`src/rtl/remote_tx_gate.sv`:
```
module remote_tx_gate #(
  parameter int ADDR_BYTES = 6,
  parameter int HASH_BITS  = 6,
  parameter int KILL_BIN   = 62,
  parameter int REVIVE_BIN = 63
) (
  input  logic       clk,
  input  logic       rst_n,
  input  logic       arm_i,
  input  logic       sof_i,
  input  logic       byte_vld_i,
  input  logic [7:0] byte_i,
  input  logic       frame_good_i,
  output logic       tx_en_o
);

  localparam int          CNT_W = $clog2(ADDR_BYTES + 1);
  localparam logic [31:0] POLY  = 32'h04C11DB7;
  localparam logic [CNT_W-1:0]     FULL   = CNT_W'(ADDR_BYTES);
  localparam logic [HASH_BITS-1:0] KILL   = HASH_BITS'(KILL_BIN);
  localparam logic [HASH_BITS-1:0] REVIVE = HASH_BITS'(REVIVE_BIN);

  function automatic logic [31:0] crc_step(input logic [31:0] c, input logic [7:0] d);
    logic [31:0] r;
    r = c;
    for (int i = 0; i < 8; i++) begin
      if (r[31] ^ d[i]) r = {r[30:0], 1'b0} ^ POLY;
      else              r = {r[30:0], 1'b0};
    end
    return r;
  endfunction

  logic [31:0]          crc_q, crc_base, crc_d;
  logic [CNT_W-1:0]     cnt_q, cnt_base, cnt_d;
  logic                 mcast_q, mcast_d;
  logic                 killed_q, killed_d;
  logic                 take, hit;
  logic [HASH_BITS-1:0] bin;

  assign crc_base = sof_i ? 32'hFFFF_FFFF : crc_q;
  assign cnt_base = sof_i ? '0 : cnt_q;
  assign take     = byte_vld_i && (cnt_base < FULL);
  assign crc_d    = take ? crc_step(crc_base, byte_i) : crc_base;
  assign cnt_d    = take ? cnt_base + 1'b1 : cnt_base;
  assign mcast_d  = (take && cnt_base == '0) ? byte_i[0] : (sof_i ? 1'b0 : mcast_q);

  assign bin = crc_q[31 -: HASH_BITS];
  assign hit = frame_good_i && arm_i && mcast_q && (cnt_q == FULL);

  always_comb begin
    killed_d = killed_q;
    if (!arm_i)                    killed_d = 1'b0;
    else if (hit && bin == KILL)   killed_d = 1'b1;
    else if (hit && bin == REVIVE) killed_d = 1'b0;
  end

  always_ff @(posedge clk) begin
    if (!rst_n) begin
      crc_q    <= 32'hFFFF_FFFF;
      cnt_q    <= '0;
      mcast_q  <= 1'b0;
      killed_q <= 1'b0;
    end else begin
      crc_q    <= crc_d;
      cnt_q    <= cnt_d;
      mcast_q  <= mcast_d;
      killed_q <= killed_d;
    end
  end

  assign tx_en_o = ~killed_q;

  p_reset_en_r1: assert property (@(posedge clk) $past(!rst_n) |-> tx_en_o);

  p_disarm_en_r2: assert property (@(posedge clk) disable iff (!rst_n)
    !arm_i |=> tx_en_o);

  p_fall_needs_good_r3: assert property (@(posedge clk) disable iff (!rst_n)
    $fell(tx_en_o) |-> $past(frame_good_i && arm_i && mcast_q));

  p_rise_cause_r4: assert property (@(posedge clk) disable iff (!rst_n)
    $rose(tx_en_o) |-> $past(frame_good_i || !arm_i));

  p_count_bound_r10: assert property (@(posedge clk) disable iff (!rst_n)
    cnt_q <= FULL);

  p_short_ignored_r7: assert property (@(posedge clk) disable iff (!rst_n)
    (arm_i && cnt_q != FULL) |=> $stable(tx_en_o));

endmodule

```
`config.mk`:
```
export PLATFORM = sky130hd
export DESIGN_NAME = remote_tx_gate
export DESIGN_NICKNAME = d
export VERILOG_FILES = /design/src/rtl/remote_tx_gate.sv
export SDC_FILE = /design/constraint.sdc
export NUM_CORES = 1
export LEC_CHECK = 0
export ABC_AREA = 1
export BUFFER_PORTS_ARGS = -buffer_cell sky130_fd_sc_hd__buf_2
export CAP_MARGIN = 10
export CORE_ASPECT_RATIO = 2
export CORE_MARGIN = 2
export CORE_UTILIZATION = 50
export DETAILED_ROUTE_END_ITERATION = 7
export PLACE_DENSITY = 0.69
export SYNTH_ARGS = -nofsm -noshare
export SYNTH_HDL_FRONTEND = slang
export SYNTH_SLANG_ARGS = --single-unit
```
`constraint.sdc`:
```
create_clock -name clk -period 2.8 [get_ports clk]
set_input_delay 0.28 -clock clk [delete_from_list [all_inputs] [get_ports clk]]
set_output_delay 0.28 -clock clk [all_outputs]
set_load 0.02 [all_outputs]
```
==> results of run 1 <==
==> where the power goes <==
group | switching [uW] | internal, uW
sequential | 17.8 | 569
combinational | 327 | 142
clock | 206 | 196
total | 551 | 907
==> per-layer routing <==
layer | routed length, um | GRT usage | vias up
met5 | 0 | 0 | -
met4 | 537 | 0.191 | 0
met3 | 316 | 0.0471 | 33
met2 | 4410 | 0.527 | 80
met1 | 3030 | 0.274 | 1329
li1 | - | - | 1525
==> cells in the final DEF (no fill, tap or decap), types with 7 or more instances in the layout <==
master / n
nand2_1: 180
inv_1: 43
nand3_1: 42
a21oi_1: 40
dfxtp_1: 37
nor2_1: 34
nand2_2: 25
o21ai_0: 15
buf_2: 14
xor2_1: 9
o21ai_1: 7
==> cell type report <==
| class | count | area [um^2] | area share |
|---|---|---|---|
| well taps | 60 | 75.1 | 0.0254 |
| repair buffers | 19 | 108 | 0.0364 |
| multi-input cells | 377 | 1760 | 0.596 |
| clock buffers | 7 | 86.3 | 0.0292 |
| flip-flops and latches | 37 | 741 | 0.251 |
| inverters | 48 | 183 | 0.0618 |
==> sequential cells by signal (all words and copies together), names as in the netlist <==
name	flops
crc_q	32
cnt_q	3
killed_q	1
mcast_q	1
==> how the worst min path moves through the flow <==
| stage | depth (start not counted) | end | start | slack (ns) |
|---|---|---|---|---|
| final | 3 | killed_q$_SDFFE_PN0P_ | arm_i | 0.25 |
| after global routing | 2 | crc_q[22]$_SDFF_PN1_ | rst_n | 0.27 |
| after CTS | 3 | killed_q$_SDFFE_PN0P_ | arm_i | 0.25 |
| after detailed placement | 2 | mcast_q$_SDFFE_PN0P_ | mcast_q$_SDFFE_PN0P_ | 0.47 |
| after global placement | 2 | mcast_q$_SDFFE_PN0P_ | mcast_q$_SDFFE_PN0P_ | 0.46 |
| after floorplan | 1 | crc_q[22]$_SDFF_PN1_ | rst_n | 0.36 |
==> through the flow <==
stage	hold WS [ns]	cell area, um^2
2_1_floorplan	0.360	2790
3_3_place_gp	0.462	2870
3_5_place_dp	0.465	2870
4_1_cts	0.247	2950
5_1_grt	0.267	2950
6_report	0.253	2950
==> logic make-up (layout without fill, tap and decap cells) <==
logic type / after synthesis / after routing
and+or+nand+nor: 299 / 299
buffers and inverters: 62 / 74
xor gates and xnor gates: 9 / 9
DFF: 37 / 37
adders and majority gates: 2 / 2
AOI/OAI and AO/OA: 67 / 67
==> worst max-delay path: cells and delay by family, from the launching register on <==
family | cells | cell delay, ns
flip-flops | 1 | 0.37
buffers and inverters | 1 | 0.06
AND/OR/NAND/NOR | 10 | 1.13
==> flow_summary_export.csv, run 1 <==
group,metric,value,unit
power_and_ir_drop,cellPowerDensity,493,nW/um^2
placement,place_hpwl,6.21,mm
power_and_ir_drop,power,1460,uW
grt,grt_pass1_wl,13.1,mm
worst_setup_path,reg2reg_slack,1.13,ns
run_status,outcome,"finished, final reports clean",
floorplanning,ios,15,
placement,dpl.cell_count,541,
detailed_routing,detail_route.iter0.violations,159,
worst_setup_path,ff2ff_path_depth,11,
floorplanning,dieArea,6220,um^2
worst_setup_path,cp.arrival,1.87,ns
clocking,clock-sinks,37,
timing,rsz0062_at_grt,"no",
floorplanning,chipHeight,110,um
timing,fin_ws,1.13,ns
timing,setup_viol,0,
final_layout,drive_gt1_frac,0.137,
yosys,synth_area_leaders,"dfxtp_1 27%, nand2_1 24%, nand3_1 7.5%",
clocking,cts_root_buf,"clkbuf_8",
final_layout,final_cells,548,
worst_setup_path,worstPathCellList,"inv_1 -> nand2_1 -> nand2_1 -> nand2_2 -> nand2_1 -> nand2_1 -> nand2_1 -> nand2_1 -> nand2_1 -> nand3_1 -> nand2_1",
final_layout,area_delta_synth_final,6.06,%
worst_setup_path,critPathLaunchType,"flip-flop",
yosys,yosys_warnings,0,
worst_setup_path,cp.required,3.00,ns
placement,gp_congestion,0.922,
timing,tightest_slew,0.523,ns
final_layout,final_util,0.545,
yosys,synth_adder_area_share,0.00898,
yosys,yosys.area_share.simple,0.467,
yosys,ys_seq_elements,37,
timing,hold_viol,0,
detailed_routing,wl_per_cell,15.1,um
worst_setup_path,path_class,"flip-flop to flip-flop",
worst_setup_path,critPathLaunch,"crc_q[31]$_SDFF_PN1_",
grt,grt_util_all_layers,0.282,
yosys,synth_edf_count,0,
yosys,yosys.cell_types.count,27,
detailed_routing,drt-vias-per-instance,5.41,
clocking,clkTransAtPathRegs,0.08,ns
yosys,synth_top_cell_area_share,0.266,
detailed_routing,dr.pass1.iters,4,
placement,pre_cts_slack,0.856,ns
worst_setup_path,r2r_end,"crc_q[2]$_SDFF_PN1_",
worst_setup_path,crit_path_end_kind,"flip-flop",
grt,grt_pass1_vias,2749,
final_layout,nFillCells,607,
flow_run,drv_cap,0,
clocking,numCtsBuffers,5,
yosys,netlist_area,2790,um^2
yosys,syn_inst,476,
detailed_routing,wirelength,8.30,mm
yosys,seq_area_frac_synth,0.266,
yosys,yosys-top-cells-count,"180 x nand2_1, 43 x inv_1, 42 x nand3_1",
power_and_ir_drop,ir_drop,0.000415,V
power_and_ir_drop,p_leak,0.00150,uW
yosys,synth_top_family_by_area,"simple AND/OR/NAND/NOR gates",
timing,fin_crit_sh,0.595,
final_layout,num_antenna_cells,0,
timing,fmax,600,MHz
placement,portBuffers,14,
final_layout,fin_nets,504,
detailed_routing,ant_nets,0,
floorplanning,rows,38,
worst_setup_path,critPathMaxFanout,8,
yosys,avgSynthCellArea,5.85,um^2
worst_setup_path,r2r_start,"crc_q[31]$_SDFF_PN1_",
yosys,synth-main-ff-cell,"dfxtp_1",
yosys,synth.most_common_cell,"nand2_1",
worst_setup_path,cp_common_cell,"nand2_1",
floorplanning,coreArea,5420,um^2
yosys,synth_top_area_cell,"dfxtp_1",
worst_setup_path,endpoint,"crc_q[2]$_SDFF_PN1_",
clocking,cts_hold_buf,0,
timing,slew_headroom,0.651,
yosys,async_reset_ff_frac,0,
timing,fin_setup_tns,0,ns
yosys,synth_xor_area_frac,0.0283,
worst_setup_path,max_stage_delay,0.37,ns
grt,grt_start_max_net_pins,28,
hold_path,hp-class,"primary input to flip-flop",
floorplanning,start_util,0.514,
clocking,cts_resized,0,
worst_setup_path,crit_path_top_delay_cell,"dfxtp_1",
detailed_routing,vias,2967,
floorplanning,die_w,56.8,um
timing,fin_worst_skew,0.00498,ns
grt,grt_antenna_before_repair,0,
detailed_routing,drc,0,
clocking,clock_latency,0.31,ns
yosys,syn-num-nets,492,
clocking,cts_tree,"built",
grt,grt_overflow,0,
clocking,post_cts_buffers,0,
timing,final-max-slew-violation-count,0,
clocking,htree_num_levels,2,
clocking,cts_buffer_depth,2,
yosys,synthMuxAreaShare,0,
yosys,synth_compound_area_frac,0.128,
timing,post-route-min-period,1.67,ns
(Power assumes the default switching activity.)
==> run 2, diff against run 1 <==
==> constraint.sdc (replaced) <==
create_clock -name clk -period 1.6 [get_ports clk]
set_input_delay 0.16 -clock clk [delete_from_list [all_inputs] [get_ports clk]]
set_output_delay 0.16 -clock clk [all_outputs]
set_load 0.02 [all_outputs]
==> run 2 against run 1 <==
Wire length rose by 1.2%. Die area is the same. Cell count is 7.1% higher. Flip-flop and latch count is the same. Via count increased by 6.4%.
==> flow_summary_export.csv, run 2 (synthesis results as in run 1) <==
group,metric,value,unit
detailed_routing,dr.pass1.iters,5,
final_layout,reg_top3,"crc_q x32, cnt_q x3",
detailed_routing,wl_per_cell,14.3,um
timing,hold_viol,0,
clocking,cts_root_buf,"clkbuf_8",
power_and_ir_drop,swShare,0.336,
timing,setup_viol,0,
timing,final-max-slew-violation-count,0,
hold_path,min_from,"arm_i",
clocking,cts_tree,"built",
timing,slew_headroom,0.669,
worst_setup_path,critPathLaunchType,"flip-flop",
final_layout,fin_nets,542,
final_layout,fin_area,3380,um^2
clocking,cts_hold_buf,0,
clocking,cts_buffer_depth,2,
final_layout,num_antenna_cells,0,
floorplanning,die_w,56.8,um
worst_setup_path,critPathMaxFanout,5,
placement,pre_cts_slack,-0.0709,ns
final_layout,mostFrequentLayoutCells,"167 x nand2_1, 43 x inv_1, 42 x nand3_1",
final_layout,final_cells,587,
clocking,numCtsBuffers,5,
power_and_ir_drop,p_int,1980,uW
hold_path,worstHoldEndpoint,"killed_q$_SDFFE_PN0P_",
final_layout,largest_register_ffs,32,
grt,grt_overflow,0,
power_and_ir_drop,p_clk_frac,0.331,
clocking,htree_num_levels,2,
worst_setup_path,r2r_end,"crc_q[7]$_SDFF_PN1_",
worst_setup_path,crit_path_top_delay_cell,"dfxtp_1",
grt,grt_util_all_layers,0.286,
worst_setup_path,crit_path_end_kind,"flip-flop",
grt,grt_pass1_wl,13.7,mm
timing,tightest_slew,0.496,ns
hold_path,worstHoldPathCells,3,
worst_setup_path,ff2ff_path_depth,12,
final_layout,final_common_cell,"nand2_1",
placement,gp_congestion,0.935,
worst_setup_path,max_stage_delay,0.34,ns
detailed_routing,wirelength,8.40,mm
placement,placed_cell_area,3180,um^2
detailed_routing,ant_nets,0,
power_and_ir_drop,combPwrFrac,0.325,
power_and_ir_drop,power.net_switching,1000,uW
floorplanning,start_util,0.514,
power_and_ir_drop,cellPowerDensity,882,nW/um^2
power_and_ir_drop,ir_drop,0.00117,V
final_layout,top_register,"crc_q",
hold_path,hp-class,"primary input to flip-flop",
timing,post-route-min-period,1.52,ns
worst_setup_path,cp_common_cell,"nand2_2",
detailed_routing,vias,3157,
floorplanning,rows,38,
worst_setup_path,r2r_start,"crc_q[30]$_SDFF_PN1_",
grt,grt_antenna_before_repair,0,
floorplanning,chipHeight,110,um
worst_setup_path,reg2reg_slack,0.08,ns
floorplanning,dieArea,6220,um^2
run_status,outcome,"finished, final reports clean",
timing,fin_crit_sh,0.947,
floorplanning,ios,15,
detailed_routing,drt-vias-per-instance,5.38,
final_layout,area_delta_synth_final,21.3,%
clocking,clkTransAtPathRegs,0.08,ns
clocking,clock-sinks,37,
timing,fin_setup_tns,0,ns
placement,place_hpwl,6.32,mm
power_and_ir_drop,seqPwrFrac,0.344,
worst_setup_path,cp.required,1.80,ns
placement,dpl.cell_count,578,
timing,fin_worst_skew,0.00538,ns
timing,fmax,660,MHz
grt,grt_start_max_net_pins,36,
flow_run,drv_cap,0,
power_and_ir_drop,p_leak,0.00173,uW
grt,grt_pass1_vias,3030,
clocking,clock_latency,0.30,ns
worst_setup_path,cp.arrival,1.72,ns
final_layout,final_util,0.623,
timing,fin_ws,0.0844,ns
floorplanning,coreArea,5420,um^2
worst_setup_path,critPathLaunch,"crc_q[30]$_SDFF_PN1_",
detailed_routing,detail_route.iter0.violations,143,
final_layout,drive_gt1_frac,0.230,
worst_setup_path,worstPathCellList,"inv_1 -> nand2_2 -> nand2_2 -> nand2_4 -> nand2_2 -> nand2_2 -> buf_4 -> nand2_2 -> nand2_2 -> nand3_1 -> nand3_1 -> nand2_1",
worst_setup_path,path_class,"flip-flop to flip-flop",
placement,portBuffers,14,
detailed_routing,drc,0,
## run 2: area by class of cell
class | instances | area [um^2]
fill | 540 | 2040
multi-input combinational | 377 | 1810
sequential | 37 | 742
timing repair buffer | 57 | 430
inverter | 48 | 183
tap | 60 | 75.1
clock buffer | 5 | 68.8
clock inverter | 3 | 65.1
## run 2: power by group through the flow
stage | clock network, uW | registers, uW | logic, uW
after floorplan | 0 | 1040 | 614
after global placement | 0 | 1040 | 914
after detailed placement | 0 | 1050 | 929
after CTS | 1000 | 1020 | 938
after global routing | 1030 | 1030 | 1080
final | 985 | 1030 | 969
## run 2: metrics by stage
stage	hold slack [ns]	power, uW
2_1_floorplan	0.240	1650
3_3_place_gp	0.442	1960
3_5_place_dp	0.453	1970
4_1_cts	0.127	2970
5_1_grt	0.142	3140
6_report	0.129	2980
## run 2: what timing repair did
| action | CTS | global route |
|---|---|---|
| endpoints found under the setup margin | 2 | 16 |
| pin swaps | 0 | 3 |
| setup buffers | 0 | 1 |
| resized for setup | 1 | 17 |
## run 2: critical path: cells and delay by family, from the launching register on
| family | cells | cell delay [ns] |
|---|---|---|
| AND/OR/NAND/NOR | 10 | 0.88 |
| flip-flops | 1 | 0.34 |
| buffers and inverters | 2 | 0.20 |
## run 2: worst max-delay path by stage
stage / cells after the start / slack (ns) / endpoint
after floorplan: 8 / 0.28 / cnt_q[1]$_SDFF_PN0_
after global placement: 13 / -0.07 / crc_q[7]$_SDFF_PN1_
after detailed placement: 13 / -0.07 / crc_q[7]$_SDFF_PN1_
after CTS: 11 / 0.01 / crc_q[6]$_SDFF_PN1_
after global routing: 11 / -0.008 / crc_q[8]$_SDFF_PN1_
final: 12 / 0.08 / crc_q[7]$_SDFF_PN1_
## run 2: per-layer routing
metal / vias up / global-route usage / wire, um
met4: 0 / 0.199 / 595
met1: 1435 / 0.282 / 3010
met5: - / 0 / 0
met2: 84 / 0.539 / 4470
li1: 1600 / - / -
met3: 38 / 0.0353 / 328
